==> src/rtl/baudgen_pkg.sv <==
package baudgen_pkg;
  parameter int BAUD_W = 16;
  parameter int ADDR_W = 2;
  parameter int MODE_W = 3;
  parameter int PRE_W  = 4;

  localparam logic [ADDR_W-1:0] ADDR_CTRL = 2'd0;
  localparam logic [ADDR_W-1:0] ADDR_BAUD = 2'd1;
  localparam logic [ADDR_W-1:0] ADDR_DBG  = 2'd2;

  localparam int CTRL_EN_BIT   = 0;
  localparam int CTRL_SWRST_BIT = 1;
  localparam int CTRL_MODE_LSB = 2;

  typedef enum logic [1:0] {TAP_NONE, TAP_ASYNC, TAP_SYNC} tapSel_e;

  typedef enum logic [1:0] {SW_IDLE, SW_CLEAR, SW_DONE} swState_e;

  typedef struct packed {
    logic              run;
    logic              useExt;
    tapSel_e           tap;
    logic [BAUD_W-1:0] baud;
  } genCfg_t;
endpackage

==> src/rtl/baud_ctrl.sv <==
module baud_ctrl
  import baudgen_pkg::*;
(
  input  logic              clk,
  input  logic              rstN,
  input  logic              wrEn,
  input  logic [ADDR_W-1:0] wrAddr,
  input  logic [BAUD_W-1:0] wrData,
  input  logic [ADDR_W-1:0] rdAddr,
  output logic [BAUD_W-1:0] rdData,
  output genCfg_t           cfg
);
  logic              enableQ;
  logic [MODE_W-1:0] modeQ;
  logic [BAUD_W-1:0] baudQ;
  logic [BAUD_W-1:0] dbgQ;
  swState_e          swState;
  logic              busy;
  tapSel_e           tapSel;
  logic              useExt;

  assign busy = (swState != SW_IDLE);

  always_ff @(posedge clk or negedge rstN) begin
    if (!rstN) begin
      enableQ <= 1'b0;
      modeQ   <= '0;
      baudQ   <= '0;
      dbgQ    <= '0;
      swState <= SW_IDLE;
    end else begin
      case (swState)
        SW_IDLE: begin
          if (wrEn) begin
            case (wrAddr)
              ADDR_CTRL: begin
                if (wrData[CTRL_SWRST_BIT]) begin
                  swState <= SW_CLEAR;
                end else begin
                  enableQ <= wrData[CTRL_EN_BIT];
                  if (!enableQ) modeQ <= wrData[CTRL_MODE_LSB +: MODE_W];
                end
              end
              ADDR_BAUD: baudQ <= wrData;
              ADDR_DBG:  dbgQ  <= wrData;
              default: ;
            endcase
          end
        end
        SW_CLEAR: begin
          enableQ <= 1'b0;
          modeQ   <= '0;
          baudQ   <= '0;
          swState <= SW_DONE;
        end
        default: swState <= SW_IDLE;
      endcase
    end
  end

  always_comb begin
    useExt = 1'b0;
    case (modeQ)
      3'd0:                   begin tapSel = TAP_ASYNC; useExt = 1'b1; end
      3'd1:                   tapSel = TAP_ASYNC;
      3'd2, 3'd3, 3'd4, 3'd5: tapSel = TAP_SYNC;
      default:                tapSel = TAP_NONE;
    endcase
  end

  always_comb begin
    cfg.run    = enableQ && !busy && (tapSel != TAP_NONE);
    cfg.useExt = useExt;
    cfg.tap    = tapSel;
    cfg.baud   = baudQ;
  end

  always_comb begin
    rdData = '0;
    case (rdAddr)
      ADDR_CTRL: begin
        rdData[CTRL_EN_BIT]                   = enableQ;
        rdData[CTRL_SWRST_BIT]                = busy;
        rdData[CTRL_MODE_LSB +: MODE_W]       = modeQ;
      end
      ADDR_BAUD: rdData = baudQ;
      ADDR_DBG:  rdData = dbgQ;
      default:   rdData = '0;
    endcase
  end


  mode_hold_chk: assert property (@(posedge clk) disable iff (!rstN)
    (enableQ && !busy) |=> $stable(modeQ));


  swrst_clear_chk: assert property (@(posedge clk) disable iff (!rstN)
    (swState == SW_CLEAR) |=> (!enableQ && modeQ == '0 && baudQ == '0 && swState == SW_DONE));


  busy_dbg_keep_chk: assert property (@(posedge clk) disable iff (!rstN)
    busy |=> $stable(dbgQ));


  swrst_end_chk: assert property (@(posedge clk) disable iff (!rstN)
    (swState == SW_DONE) |=> !busy);
endmodule

==> src/rtl/baud_datapath.sv <==
module baud_datapath
  import baudgen_pkg::*;
(
  input  logic    clk,
  input  logic    rstN,
  input  logic    refInt,
  input  logic    refExt,
  input  genCfg_t cfg,
  output logic    txTick,
  output logic    rxTick
);
  logic [BAUD_W-1:0] cnt;
  logic [PRE_W-1:0]  pre;
  logic              refSel;
  logic              fireBase;
  logic              txPick;
  logic              rxPick;

  assign refSel   = cfg.useExt ? refExt : refInt;
  assign fireBase = cfg.run && refSel && (cnt == '0);

  always_comb begin
    case (cfg.tap)
      TAP_ASYNC: begin txPick = &pre;  rxPick = 1'b1;   end
      TAP_SYNC:  begin txPick = pre[0]; rxPick = pre[0]; end
      default:   begin txPick = 1'b0;  rxPick = 1'b0;   end
    endcase
  end

  always_ff @(posedge clk or negedge rstN) begin
    if (!rstN) begin
      cnt    <= '0;
      pre    <= '0;
      txTick <= 1'b0;
      rxTick <= 1'b0;
    end else if (!cfg.run) begin
      cnt    <= '0;
      pre    <= '0;
      txTick <= 1'b0;
      rxTick <= 1'b0;
    end else begin
      txTick <= fireBase && txPick;
      rxTick <= fireBase && rxPick;
      if (refSel) begin
        if (cnt == '0) begin
          cnt <= cfg.baud;
          pre <= pre + 1'b1;
        end else begin
          cnt <= cnt - 1'b1;
        end
      end
    end
  end


  idle_quiet_chk: assert property (@(posedge clk) disable iff (!rstN)
    !cfg.run |=> (!txTick && !rxTick && cnt == '0 && pre == '0));


  reserved_quiet_chk: assert property (@(posedge clk) disable iff (!rstN)
    (cfg.tap == TAP_NONE) |=> (!txTick && !rxTick));


  tx_with_rx_chk: assert property (@(posedge clk) disable iff (!rstN)
    txTick |-> rxTick);


  count_gap_chk: assert property (@(posedge clk) disable iff (!rstN)
    (cfg.run && cnt != '0) |=> !rxTick);
endmodule

==> src/rtl/baud_tick_gen.sv <==
module baud_tick_gen
  import baudgen_pkg::*;
(
  input  logic              clk,
  input  logic              rstN,
  input  logic              refInt,
  input  logic              refExt,
  input  logic              wrEn,
  input  logic [ADDR_W-1:0] wrAddr,
  input  logic [BAUD_W-1:0] wrData,
  input  logic [ADDR_W-1:0] rdAddr,
  output logic [BAUD_W-1:0] rdData,
  output logic              txTick,
  output logic              rxTick
);
  genCfg_t cfg;

  baud_ctrl u_ctrl (
    .clk    (clk),
    .rstN   (rstN),
    .wrEn   (wrEn),
    .wrAddr (wrAddr),
    .wrData (wrData),
    .rdAddr (rdAddr),
    .rdData (rdData),
    .cfg    (cfg)
  );

  baud_datapath u_dp (
    .clk    (clk),
    .rstN   (rstN),
    .refInt (refInt),
    .refExt (refExt),
    .cfg    (cfg),
    .txTick (txTick),
    .rxTick (rxTick)
  );
endmodule

==> config.mk <==
export PLATFORM = sky130hd
export DESIGN_NAME = baud_tick_gen
export DESIGN_NICKNAME = d
export VERILOG_FILES = /design/src/rtl/baudgen_pkg.sv /design/src/rtl/baud_ctrl.sv /design/src/rtl/baud_datapath.sv /design/src/rtl/baud_tick_gen.sv
export SDC_FILE = /design/constraint.sdc
export NUM_CORES = 1
export LEC_CHECK = 0
export ABC_AREA = 1
export BUFFER_PORTS_ARGS = -buffer_cell sky130_fd_sc_hd__buf_2
export CAP_MARGIN = 40
export CORE_AREA = 2 2 92 94
export CTS_CLUSTER_DIAMETER = 30
export DETAILED_ROUTE_END_ITERATION = 7
export DIE_AREA = 0 0 94 96
export GPL_TIMING_DRIVEN = 0
export PLACE_DENSITY_LB_ADDON = 0.1
export SLEW_MARGIN = 20
export SYNTH_ARGS = -nofsm -noshare
export SYNTH_HDL_FRONTEND = slang
export SYNTH_SLANG_ARGS = --single-unit
export TNS_END_PERCENT = 10
==> constraint.sdc <==
create_clock -name clk -period 2.21 [get_ports clk]
set_clock_uncertainty 0.2 [all_clocks]
set_input_delay 0.442 -clock clk [delete_from_list [all_inputs] [get_ports clk]]
set_output_delay 0.442 -clock clk [all_outputs]
set_load 0.02 [all_outputs]
Yosys cells after proc, flatten, opt, wreduce, memory -nomap -nowiden
Cells that the tools add are included.
- register bits after elaboration: 60
- input bits: 25
- $add $sub $neg: 2
- reduce and logical (&&, ||, !) cells: 24
- muxes and demuxes: 31
- eq/ne operators: 20
- operator list (kind ; count):
    2-to-1 mux 16 bit ; 5
    one-hot mux 16 bit (2 select lines) ; 1
    one-hot mux 11 bit (2 select lines) ; 1
    zero test 16 bit ; 1
    != test 2 bit, second input constant ; 8
    subtractor 16 x 1 -> 16 bit, second input constant ; 1
    one-hot mux 5 bit (3 select lines) ; 1
    2-to-1 mux 3 bit ; 4
    2-to-1 mux 4 bit ; 3
    AND reduction 3 bit ; 3
    == test 2 x 1 -> 1 bit, second input constant ; 4
    one-hot mux 2 bit (2 select lines) ; 2
    AND reduction 4 bit ; 2
    2-to-1 mux 1 bit ; 7
    == test 2 bit, second input constant ; 3
    == test 3 x 2 -> 1 bit, second input constant ; 2
    == test 3 bit, second input constant ; 2
    logical AND 1 bit ; 6
    zero test 2 bit ; 3
    2-to-1 mux 2 bit ; 3
    one-hot mux 1 bit (2 select lines) ; 3
    one-hot mux 3 bit (2 select lines) ; 1
    nonzero test 2 bit ; 3
    AND reduction 5 bit ; 1
    7 further kinds ; 7

Depth between registers and ports, before layout
Gate-level depths: netlist of the first run.
- depth after elaboration: 9
- gate-level depth with buffers: 13
- mapped depth without buffers: 12

Modules after synthesis
From an unflattened synthesis of the first run, not the netlist that was laid out.
- cell total of the unflattened synthesis: 521
- area total of the unflattened synthesis: 3676.0 µm²
- modules (own cells, without submodules) (module ; instances ; area each (µm²) ; cells an instance):
    baud_ctrl ; 1 ; 1995.7 ; 259
    baud_datapath ; 1 ; 1680.4 ; 262

Worst setup path before layout of the first run
No wires, ideal clock.
- path type: in2out
- from: input port rdAddr[1]
- to: output port rdData[10]
- path buffers: 2
- arrival time: 1.558 ns
- data required time: 1.568 ns
- cell stages on the path: 6
- path slack: 0.010 ns
- cells stage by stage: inv_1 ha_1 clkbuf_1 clkbuf_1 nand2_1 a21oi_1
- cells in the longest elaborated chain, start to end: 2
- elaborated cells between the ends (all ways): 3
- RTL lines (element ; RTL line ; text):
    start, declared ; baud_tick_gen.sv:11 ; input logic [ADDR_W-1:0] rdAddr,
    == test 2 bit or == test 2 x 1 -> 1 bit (tied branches) ; baud_ctrl.sv:80 ; case (rdAddr)
    one-hot mux 11 bit (2 select lines) * ; baud_ctrl.sv:80 ;
    end, declared ; baud_tick_gen.sv:12 ; output logic [BAUD_W-1:0] rdData,
Mark *: on every way between the ends. The rest lies on a longest branch, timed or not.

Final worst setup path of the first run
- from: input port rdAddr[0]
- to: output port rdData[6]
Same word-level chain as after synthesis.

==> results.sh, run 1 <==
export IMPL_syn_area_um2=3541
export IMPL_drt_iter0_drc=136
export IMPL_antenna_found_initial=0
export IMPL_hold_start="wrAddr[1]"
export IMPL_rsz0062_at_grt="yes"
export IMPL_initial_core_util=0.4398
export IMPL_startpoint="rdAddr[0]"
export IMPL_run_status="finished clean"
export IMPL_finalHoldViolations=0
export IMPL_placementRows=33
export IMPL_routed_wl_um=8577
export IMPL_yosysSeqAreaShare=0.4240
export IMPL_fin_crit_ps=2134
export IMPL_r2r_start="u_ctrl.modeQ[1]"
export IMPL_num_fill_cells=818
export IMPL_slew_limit_headroom=0.7044
export IMPL_yosysWarningCount=0
export IMPL_cp_start_kind="input port"
export IMPL_cts_root_buffer_cell="clkbuf_8"
export IMPL_whs_ps=114.3
export IMPL_io_pins=43
export IMPL_cts_inserted_buffers=9
export IMPL_drive_gt1_frac=0.1828
export IMPL_hold_path_class="input port to flip-flop"
export IMPL_powerDensity_nw_per_um2=1377
export IMPL_drc=0
export IMPL_fin_crit_sh=0.9657
export IMPL_htree_num_levels=3
export IMPL_grt_pass1_wl_um=14810
export IMPL_grt_pass1_vias=3103
export IMPL_final_util=0.5187
export IMPL_clkTransAtPathRegs_ps=70
export IMPL_peakVddDrop_v=0.0004420
export IMPL_hpwl_um=6450
export IMPL_worst_pin_slew_ps=443.5
export IMPL_diodes=0
export IMPL_crit_type="input port to output pin"
export IMPL_p_leak_nw=2.294
export IMPL_drtAntennaViolNets=0
export IMPL_drv_cap=0
export IMPL_register_area_um2=1504
export IMPL_grt_max_degree=51
export IMPL_tritoncts="done"
export IMPL_viasPerCell=4.862
export IMPL_final_max_slew_viol_count=0
export IMPL_critPathArrivalTime_ps=1490
export IMPL_synth_fp_nets=523
export IMPL_area_growth_pct=17.95
export IMPL_die_w_um=94
export IMPL_ys_ff_latch=60
export IMPL_fp_dieH_um=96
export IMPL_netlist_instances=488
export IMPL_routedWlPerCell_um=13.15
export IMPL_multi_input_area_um2=1753
export IMPL_dr_pass1_iters=4
export IMPL_cts_sinks=60
export IMPL_design_area_um2=4177
export IMPL_final_nets=578
export IMPL_fin_tns_setup_ps=0
export IMPL_post_dp_cell_area_um2=3913
export IMPL_numPortBuffers=42
export IMPL_worst_ep_required_time_ps=1570
export IMPL_final_common_cell="nand2_1"
export IMPL_layout_common_cells="168 x nand2_1, 61 x inv_1, 58 x dfrtp_1"
export IMPL_dp_cells=636
export IMPL_stdcell_count=652
export IMPL_dieArea_um2=9024
export IMPL_overflow=0
export IMPL_syn_area_per_cell_um2=7.256
export IMPL_track_usage=0.2118
export IMPL_setup_violations=0
export IMPL_coreArea_um2=8051
export IMPL_clockBufferDepth=2
export IMPL_via_count=3170
export IMPL_synth_cell_types=30
export IMPL_crit_path_max_fanout=10
export IMPL_max_freq_ghz=0.4686
export IMPL_worstSkewPairLatency_ps=340
export IMPL_gp_congestion=0.8479
export IMPL_cp_end_kind="output pin"
==> through the flow <==
stage	setup slack, ps	power (mW)
2_1_floorplan	10.21	3.965
3_3_place_gp	-353.8	4.571
3_5_place_dp	-345.8	4.608
4_1_cts	12.54	5.705
5_1_grt	-26.20	6.345
6_report	75.78	5.750
==> critical path: stages <==
cell and delay, ps:
buf_2 120, inv_1 120, ha_4 200, clkbuf_4 210, nand2_1 70, a21oi_1 150
buf_2 190
==> layer usage <==
layer	GRT usage	wire (um)	vias to the layer above
li1	-	-	1642
met1	0.2879	4110	1446
met2	0.3446	4003	66
met3	0.03132	291	16
met4	0.07971	172	0
met5	0	0	-
==> final timing paths <==
check                      depth (start not counted)                 to  slack (ps)
min reg2reg                                        2     u_ctrl.dbgQ[0]         290
min                                                2  u_ctrl.swState[0]         110
max in group asynchronous                          3     u_ctrl.dbgQ[1]        1030
min in group asynchronous                          2       u_dp.cnt[15]         290
max                                                7          rdData[6]          80
max reg2reg                                        9        u_dp.cnt[2]         180
==> layout make-up <==
class	instances	share of cell area
clock inverters	5	0.01857
repair buffers	46	0.06411
flip-flops and latches	60	0.3601
clock buffers	10	0.03056
plain buffers	12	0.01738
multi-input cells	350	0.4197
well taps	105	0.03146
inverters	64	0.05812
==> cells by family after synthesis <==
kind of cell / share of synthesized area
and+or+nand+nor: 0.3562
DFF: 0.4240
AOI/OAI and AO/OA: 0.07880
buffers and inverters: 0.09081
xor gates and xnor gates: 0.01484
adders and majority gates: 0.03534
==> report_power, final <==
| group | switching, mW | internal [mW] | leakage [nW] |
|---|---|---|---|
| Combinational | 1.94 | 1.09 | 1.41 |
| Sequential | 0.279 | 1.36 | 0.781 |
| Clock | 0.451 | 0.625 | 0.102 |
| Total | 2.67 | 3.08 | 2.29 |
==> sequential cells by signal (all words and copies together), names as in the netlist <==
| signal | count |
|---|---|
| u_ctrl.baudQ | 16 |
| u_ctrl.dbgQ | 16 |
| u_ctrl.enableQ | 1 |
| u_ctrl.modeQ | 3 |
| u_ctrl.swState | 2 |
| u_dp.cnt | 16 |
| u_dp.pre | 4 |
| u_dp.rxTick | 1 |
| u_dp.txTick | 1 |
==> synth_stat cells (all sizes together) <==
cell	count	share of area
xor2	3	0.0074
dfrtp	60	0.42
a41oi	1	0.0025
clkbuf	9	0.0095
o21ai	37	0.052
nor2	41	0.067
a31oi	1	0.0018
nand4	1	0.0018
a21oi	12	0.017
o22ai	3	0.0053
nand2	175	0.19
xnor2	3	0.0074
inv	64	0.069
nand3	56	0.079
nor3	3	0.0071
ha	10	0.035
nand3b	2	0.0042
nor4	1	0.0018
buf	6	0.013
==> timing repair <==
action / CTS / global route
hold endpoints to repair: 10 / 0
cloned: 0 / 1
pin swaps: 0 / 3
endpoints found under the setup margin: 11 / 33
resized for setup: 6 / 9
hold buffers: 1 / 0
setup buffers: 0 / 2
No activity file was read; power rests on OpenSTA's default activity.
==> run 2: changes to the inputs <==
--- a/config.mk
+++ b/config.mk
@@ -5,13 +5,12 @@
 export SDC_FILE = /design/constraint.sdc
 export NUM_CORES = 1
 export LEC_CHECK = 0
-export ABC_AREA = 1
 export BUFFER_PORTS_ARGS = -buffer_cell sky130_fd_sc_hd__buf_2
 export CAP_MARGIN = 40
-export CORE_AREA = 2 2 92 94
+export CORE_AREA = 2 2 89 91
 export CTS_CLUSTER_DIAMETER = 30
 export DETAILED_ROUTE_END_ITERATION = 7
-export DIE_AREA = 0 0 94 96
+export DIE_AREA = 0 0 91 93
 export GPL_TIMING_DRIVEN = 0
 export PLACE_DENSITY_LB_ADDON = 0.1
 export SLEW_MARGIN = 20
==> run 2 against run 1 <==
Against the previous run:
- the run now ends with setup timing left
- synthesized area shrank 7.2%
- die area shrank 6.2%
- cell count shrank 22%
- critical path depth is the same
- cell area shrank 1.6%
- sequential power shrank 5%
- worst hold slack lost 16 ps
- global-route usage grew 1.4 points
- first-iteration DRC count grew 41%
- register-to-register slack lost 380 ps
- routed wire length grew 5.8%
- via count shrank 7.9%
- largest power group unchanged
- highest routed layer unchanged
==> results.sh, run 2 <==
export IMPL_yosys_area_top_type_share=0.4570
export IMPL_antenna_found_initial=0
export IMPL_run_status="finished, violations left"
export IMPL_cts_root_buffer_cell="clkbuf_8"
export IMPL_hpwl_um=6485
export IMPL_crit_type="flip-flop to flip-flop"
export IMPL_peakVddDrop_v=0.0004374
export IMPL_routedWlPerCell_um=17.76
export IMPL_timing_critical_path_slowest_stage_cell="or4b_4"
export IMPL_synth_top_cells_by_count="60 x dfrtp_1, 46 x nand2_1, 26 x nand3_1, 21 x nor2_1, 18 x mux2_2"
export IMPL_stdcell_count=511
export IMPL_htree_num_levels=3
export IMPL_clkTransAtPathRegs_ps=80
export IMPL_drtAntennaViolNets=0
export IMPL_yosysSeqAreaShare=0.4570
export IMPL_cp_num_buf_inv=1
export IMPL_crit_path_max_fanout=3
export IMPL_post_place_ws_ps=-506.1
export IMPL_violations="setup timing"
export IMPL_area_growth_pct=25.06
export IMPL_grt_pass1_vias=2894
export IMPL_synth_largest_area_cell="dfrtp_1"
export IMPL_syn_area_um2=3286
export IMPL_diodes=0
export IMPL_rsz0062_at_grt="yes"
export IMPL_cts_sinks=60
export IMPL_cp_top_family="simple AND/OR/NAND/NOR gates"
export IMPL_numPortBuffers=42
export IMPL_fp_dieH_um=93
export IMPL_critPathMaxStageDelay_ps=470
export IMPL_final_max_slew_viol_count=0
export IMPL_yosysWarningCount=0
export IMPL_placementRows=32
export IMPL_setup_violations=4
export IMPL_p_leak_nw=1.864
export IMPL_gp_congestion=0.8745
export IMPL_coreArea_um2=7527
export IMPL_slew_limit_headroom=0.5043
export IMPL_synth_area_top_cells="dfrtp_1 46%, mux2_2 6.2%, nand2_1 5.3%, nand3_1 4.0%, ha_1 3.8%"
export IMPL_netlist_instances=344
export IMPL_crit_chain="inv_4 -> ha_4 -> or4b_4 -> or3_4 -> mux2i_1 -> or3_1 -> a21oi_2"
export IMPL_synth_cell_types=53
export IMPL_via_count=2918
export IMPL_grt_max_degree=47
export IMPL_synth_edf_count=0
export IMPL_finalHoldViolations=0
export IMPL_fin_crit_ps=2415
export IMPL_max_freq_ghz=0.4142
export IMPL_top_regs="u_ctrl.baudQ x16, u_ctrl.dbgQ x16, u_dp.cnt x16"
export IMPL_ys_flop_type="dfrtp_1"
export IMPL_hold_path_class="input port to flip-flop"
export IMPL_final_nets=439
export IMPL_dp_cells=491
export IMPL_initial_core_util=0.4365
export IMPL_fin_crit_sh=1.093
export IMPL_drt_iter0_drc=192
export IMPL_cts_inserted_buffers=9
export IMPL_cp_end_kind="flip-flop"
export IMPL_worst_ep_required_time_ps=2280
export IMPL_worst_pin_slew_ps=736.8
export IMPL_async_flop_share=1.000
export IMPL_drive_gt1_frac=0.3032
export IMPL_fin_tns_setup_ps=-334.2
export IMPL_track_usage=0.2260
export IMPL_syn_area_per_cell_um2=9.551
export IMPL_dr_pass1_iters=7
export IMPL_final_common_cell="dfrtp_1"
export IMPL_clockBufferDepth=2
export IMPL_viasPerCell=5.710
export IMPL_die_w_um=91
export IMPL_routed_wl_um=9076
export IMPL_synth_fp_nets=379
export IMPL_io_pins=43
export IMPL_dieArea_um2=8463
export IMPL_fin_ws_ps=-204.6
export IMPL_overflow=0
export IMPL_layout_common_cells="56 x dfrtp_1, 45 x nand2_1, 40 x buf_2"
export IMPL_worstSkewPairLatency_ps=350
export IMPL_grt_pass1_wl_um=14770
export IMPL_tritoncts="done"
export IMPL_ys_ff_latch=60
export IMPL_synth_most_common_cell="dfrtp_1"
export IMPL_drv_cap=0
export IMPL_powerDensity_nw_per_um2=1288
export IMPL_drc=0
export IMPL_critPathArrivalTime_ps=2490
export IMPL_cp_start_kind="flip-flop"
## run 2: cell count changes after synthesis, sizes merged, moves of 6 or more
cell	before	now
o21ai	37	13
nor2b	0	11
nor2	41	21
a22oi	0	13
nand2	175	46
mux2	0	18
or3	0	6
inv	64	11
nand3	56	26
## run 2: routing by layer
layer,track usage,part of all wire,wire [um],vias to the layer above
li1,-,-,-,1389
met1,0.3030,0.47,4223,1438
met2,0.3691,0.48,4349,79
met3,0.03223,0.042,384,12
met4,0.09470,0.013,119,0
met5,0,0,0,-
## run 2: final timing paths
| check | to | depth (start not counted) | slack (ps) | start |
|---|---|---|---|---|
| max | u_dp.cnt[11] | 7 | -200 | u_dp.cnt[0] |
| min | u_ctrl.baudQ[6] | 3 | 100 | wrData[6] |
| max reg2reg | u_dp.cnt[11] | 7 | -200 | u_dp.cnt[0] |
| min reg2reg | u_ctrl.dbgQ[1] | 1 | 310 | u_ctrl.dbgQ[1] |
| max in group asynchronous | u_ctrl.baudQ[1] | 3 | 1010 | rstN |
| min in group asynchronous | u_dp.pre[3] | 2 | 300 | rstN |
## run 2: report_power, final
group	leakage, nW	total (mW)	internal (mW)	switching (mW)
Sequential	0.768	1.55	1.31	0.237
Combinational	0.991	2.61	1.16	1.45
Clock	0.106	1.13	0.640	0.488
Total	1.86	5.29	3.12	2.18
## run 2: timing repair
item	CTS	global route
pin swaps	1	3
endpoints found under the setup margin	58	53
hold buffers	1	0
resized for setup	29	23
hold endpoints to repair	14	0
setup buffers	2	3
## run 2: layout make-up
type                    instances  area, um^2
clock inverters                 7       101.3
flip-flops and latches         60        1506
multi-input cells             256        1787
plain buffers                  15       110.1
well taps                     102       127.6
fillers                       714        3418
repair buffers                 51       309.0
inverters                      11       43.79
clock buffers                   9       123.9
## run 2: cells by family after synthesis
family                     count (synthesis)  synth area share
and+or+nand+nor                          148            0.2365
AOI/OAI and AO/OA                         73            0.1519
DFF                                       60            0.4570
buffers and inverters                     28           0.03503
muxes                                     21           0.07083
adders and majority gates                 10           0.03808
xor gates and xnor gates                   4           0.01066
## run 2: metrics by stage
stage	instance area (um^2)	utilization	hold WS (ps)	total power [mW]
6_report	4109	0.5459	98.29	5.293
5_1_grt	4109	0.5459	110.5	5.644
4_1_cts	4026	0.5349	85.71	5.078
3_5_place_dp	3679	0.4887	127.2	3.781
3_3_place_gp	3632	0.4825	289.3	3.729
2_1_floorplan	3294	-	-53.59	3.178
## run 2: worst reg2reg max path, stage by stage (launching register included)
cell and delay (ps):
dfrtp_2 430, inv_4 80, ha_4 130, or4b_4 470, or3_4 360, mux2i_1 130
or3_1 420, a21oi_2 120
==> run 3: changes to the inputs <==
==> constraint.sdc (replaced) <==
create_clock -name clk -period 2.21 [get_ports clk]
set_clock_uncertainty 0.2 [all_clocks]
set_input_delay 0.1105 -clock clk [delete_from_list [all_inputs] [get_ports clk]]
set_output_delay 0.1105 -clock clk [all_outputs]
set_load 0.02 [all_outputs]
==> run 3 against run 2 <==
Against the previous run:
- the flow still finishes with violations (setup timing)
- combinational power is 15% higher
- power is 7.3% higher
- worst hold slack worse by 84 ps
- largest power group unchanged
- first-iteration DRC count is 13% lower
- non-clock buffer count is 27 higher
- die area stayed put
- worst setup slack worse by 10 ps
- sequential power hardly changed
- cell count is 5.3% higher
- clock power hardly changed
==> results.sh, run 3 (synthesis gave the netlist of run 2 again) <==
export IMPL_num_fill_cells=686
export IMPL_final_common_cell="dfrtp_1"
export IMPL_fin_crit_sh=1.097
export IMPL_drc=0
export IMPL_placementRows=32
export IMPL_tritoncts="done"
export IMPL_cp_start_kind="flip-flop"
export IMPL_clockBufferDepth=2
export IMPL_cts_sinks=60
export IMPL_crit_path_max_fanout=3
export IMPL_overflow=0
export IMPL_worst_ep_required_time_ps=2290
export IMPL_startpoint="u_dp.cnt[0]"
export IMPL_critPathMaxStageDelay_ps=480
export IMPL_critPathArrivalTime_ps=2500
export IMPL_fp_dieH_um=93
export IMPL_final_max_slew_viol_count=0
export IMPL_violations="setup timing"
export IMPL_numPortBuffers=42
export IMPL_worstSkewPairLatency_ps=350
export IMPL_finalHoldViolations=0
export IMPL_reg2regPathDepth=7
export IMPL_coreArea_um2=7527
export IMPL_hold_path_class="input port to flip-flop"
export IMPL_total_power_mw=5.678
export IMPL_fin_ws_ps=-214.7
export IMPL_min_path_cells=4
export IMPL_setup_violations=3
export IMPL_timing_critical_path_slowest_stage_cell="or4b_4"
export IMPL_die_w_um=91
export IMPL_htree_num_levels=3
export IMPL_grt_pass1_wl_um=15090
export IMPL_crit_chain="inv_4 -> ha_4 -> or4b_4 -> or3_4 -> mux2i_1 -> or3_1 -> a21oi_2"
export IMPL_diodes=0
export IMPL_io_pins=43
export IMPL_top_regs="u_ctrl.baudQ x16, u_ctrl.dbgQ x16, u_dp.cnt x16"
export IMPL_track_usage=0.2305
export IMPL_routed_wl_um=9467
export IMPL_drv_cap=0
export IMPL_met1_usage=0.3061
export IMPL_design_area_um2=4332
export IMPL_worstSetupPathDepth=7
export IMPL_routedWlPerCell_um=17.60
export IMPL_r2r_start="u_dp.cnt[0]"
export IMPL_via_count=3046
export IMPL_post_place_ws_ps=-294.6
export IMPL_grt_use_met3=0.03304
export IMPL_hold_start="wrAddr[0]"
export IMPL_cp_end_kind="flip-flop"
export IMPL_post_dp_cell_area_um2=3679
export IMPL_viasPerCell=5.662
export IMPL_slew_limit_headroom=0.5135
export IMPL_area_growth_pct=31.84
export IMPL_grt_max_degree=47
export IMPL_cts_inserted_buffers=9
export IMPL_gp_congestion=0.8745
export IMPL_powerDensity_nw_per_um2=1311
export IMPL_cp_num_buf_inv=1
export IMPL_peakVddDrop_v=0.0004717
export IMPL_busiest_layer="met2"
export IMPL_fin_crit_ps=2425
export IMPL_final_nets=466
export IMPL_dr_pass1_iters=5
export IMPL_max_freq_ghz=0.4124
export IMPL_hpwl_um=6485
export IMPL_layout_common_cells="58 x dfrtp_1, 45 x nand2_1, 44 x buf_2"
export IMPL_cp_top_family="simple AND/OR/NAND/NOR gates"
export IMPL_p_leak_nw=1.963
export IMPL_initial_core_util=0.4365
export IMPL_drt_iter0_drc=167
export IMPL_antenna_found_initial=0
export IMPL_run_status="finished, violations left"
export IMPL_cts_root_buffer_cell="clkbuf_8"
export IMPL_met2_usage=0.3790
export IMPL_grt_pass1_vias=3000
export IMPL_clkTransAtPathRegs_ps=80
export IMPL_drive_gt1_frac=0.2913
export IMPL_dieArea_um2=8463
export IMPL_worst_pin_slew_ps=723.1
export IMPL_drtAntennaViolNets=0
export IMPL_crit_type="flip-flop to flip-flop"
export IMPL_rsz0062_at_grt="yes"
==> run 3: layer usage <==
metal	wire, um	part of all wire	up-vias
met5	0	0	-
met4	129	0.014	0
met3	459	0.048	13
met2	4651	0.49	97
met1	4227	0.45	1491
li1	-	-	1445
==> run 3: worst paths after layout <==
path                                        end  slack [ps]
max in group asynchronous           u_dp.cnt[0]         630
min in group asynchronous           u_dp.txTick          70
worst max register to register     u_dp.cnt[11]        -210
worst min register to register   u_ctrl.dbgQ[1]         310
worst min-delay path            u_ctrl.baudQ[0]          10
worst max-delay path               u_dp.cnt[11]        -210
==> run 3: repair_timing <==
action,CTS,global route
resized for setup,18,23
hold endpoints to repair,96,0
endpoints found under the setup margin,42,42
hold buffers,21,0
buffers inserted,5,6
pin swaps,1,9
==> run 3: report_power, final <==
group | switching (mW) | leakage, nW | internal (mW)
logic | 1.61 | 1.09 | 1.38
clock network | 0.490 | 0.106 | 0.640
registers | 0.236 | 0.770 | 1.31
total | 2.34 | 1.96 | 3.34
==> run 3: tightest hold or removal path, stage by stage <==
cell     delay [ps]
buf_2           120
nor3b_1         150
nand2_1          70
a21oi_1          50
==> run 3: final cells by class <==
class                      instances  area (um^2)  share of cell area
multi-input combinational        256         1790              0.4133
sequential                        60         1504              0.3472
timing repair buffer              77        553.0              0.1277
tap                              102        127.6             0.02946
clock buffer                       9        123.9             0.02860
clock inverter                     7        101.3             0.02340
buffer                            16        87.58             0.02022
inverter                          11        43.79             0.01011
==> run 3: stage by stage <==
stage,utilization,hold slack [ps],cells,setup TNS [ps]
2_1_floorplan,-,-385.1,344,-97.02
3_3_place_gp,0.4825,119.0,488,-6191
3_5_place_dp,0.4887,-204.3,491,-4251
4_1_cts,0.5593,2.085,532,-310.8
5_1_grt,0.5755,21.09,538,-1007
6_report,0.5755,14.04,538,-267.2
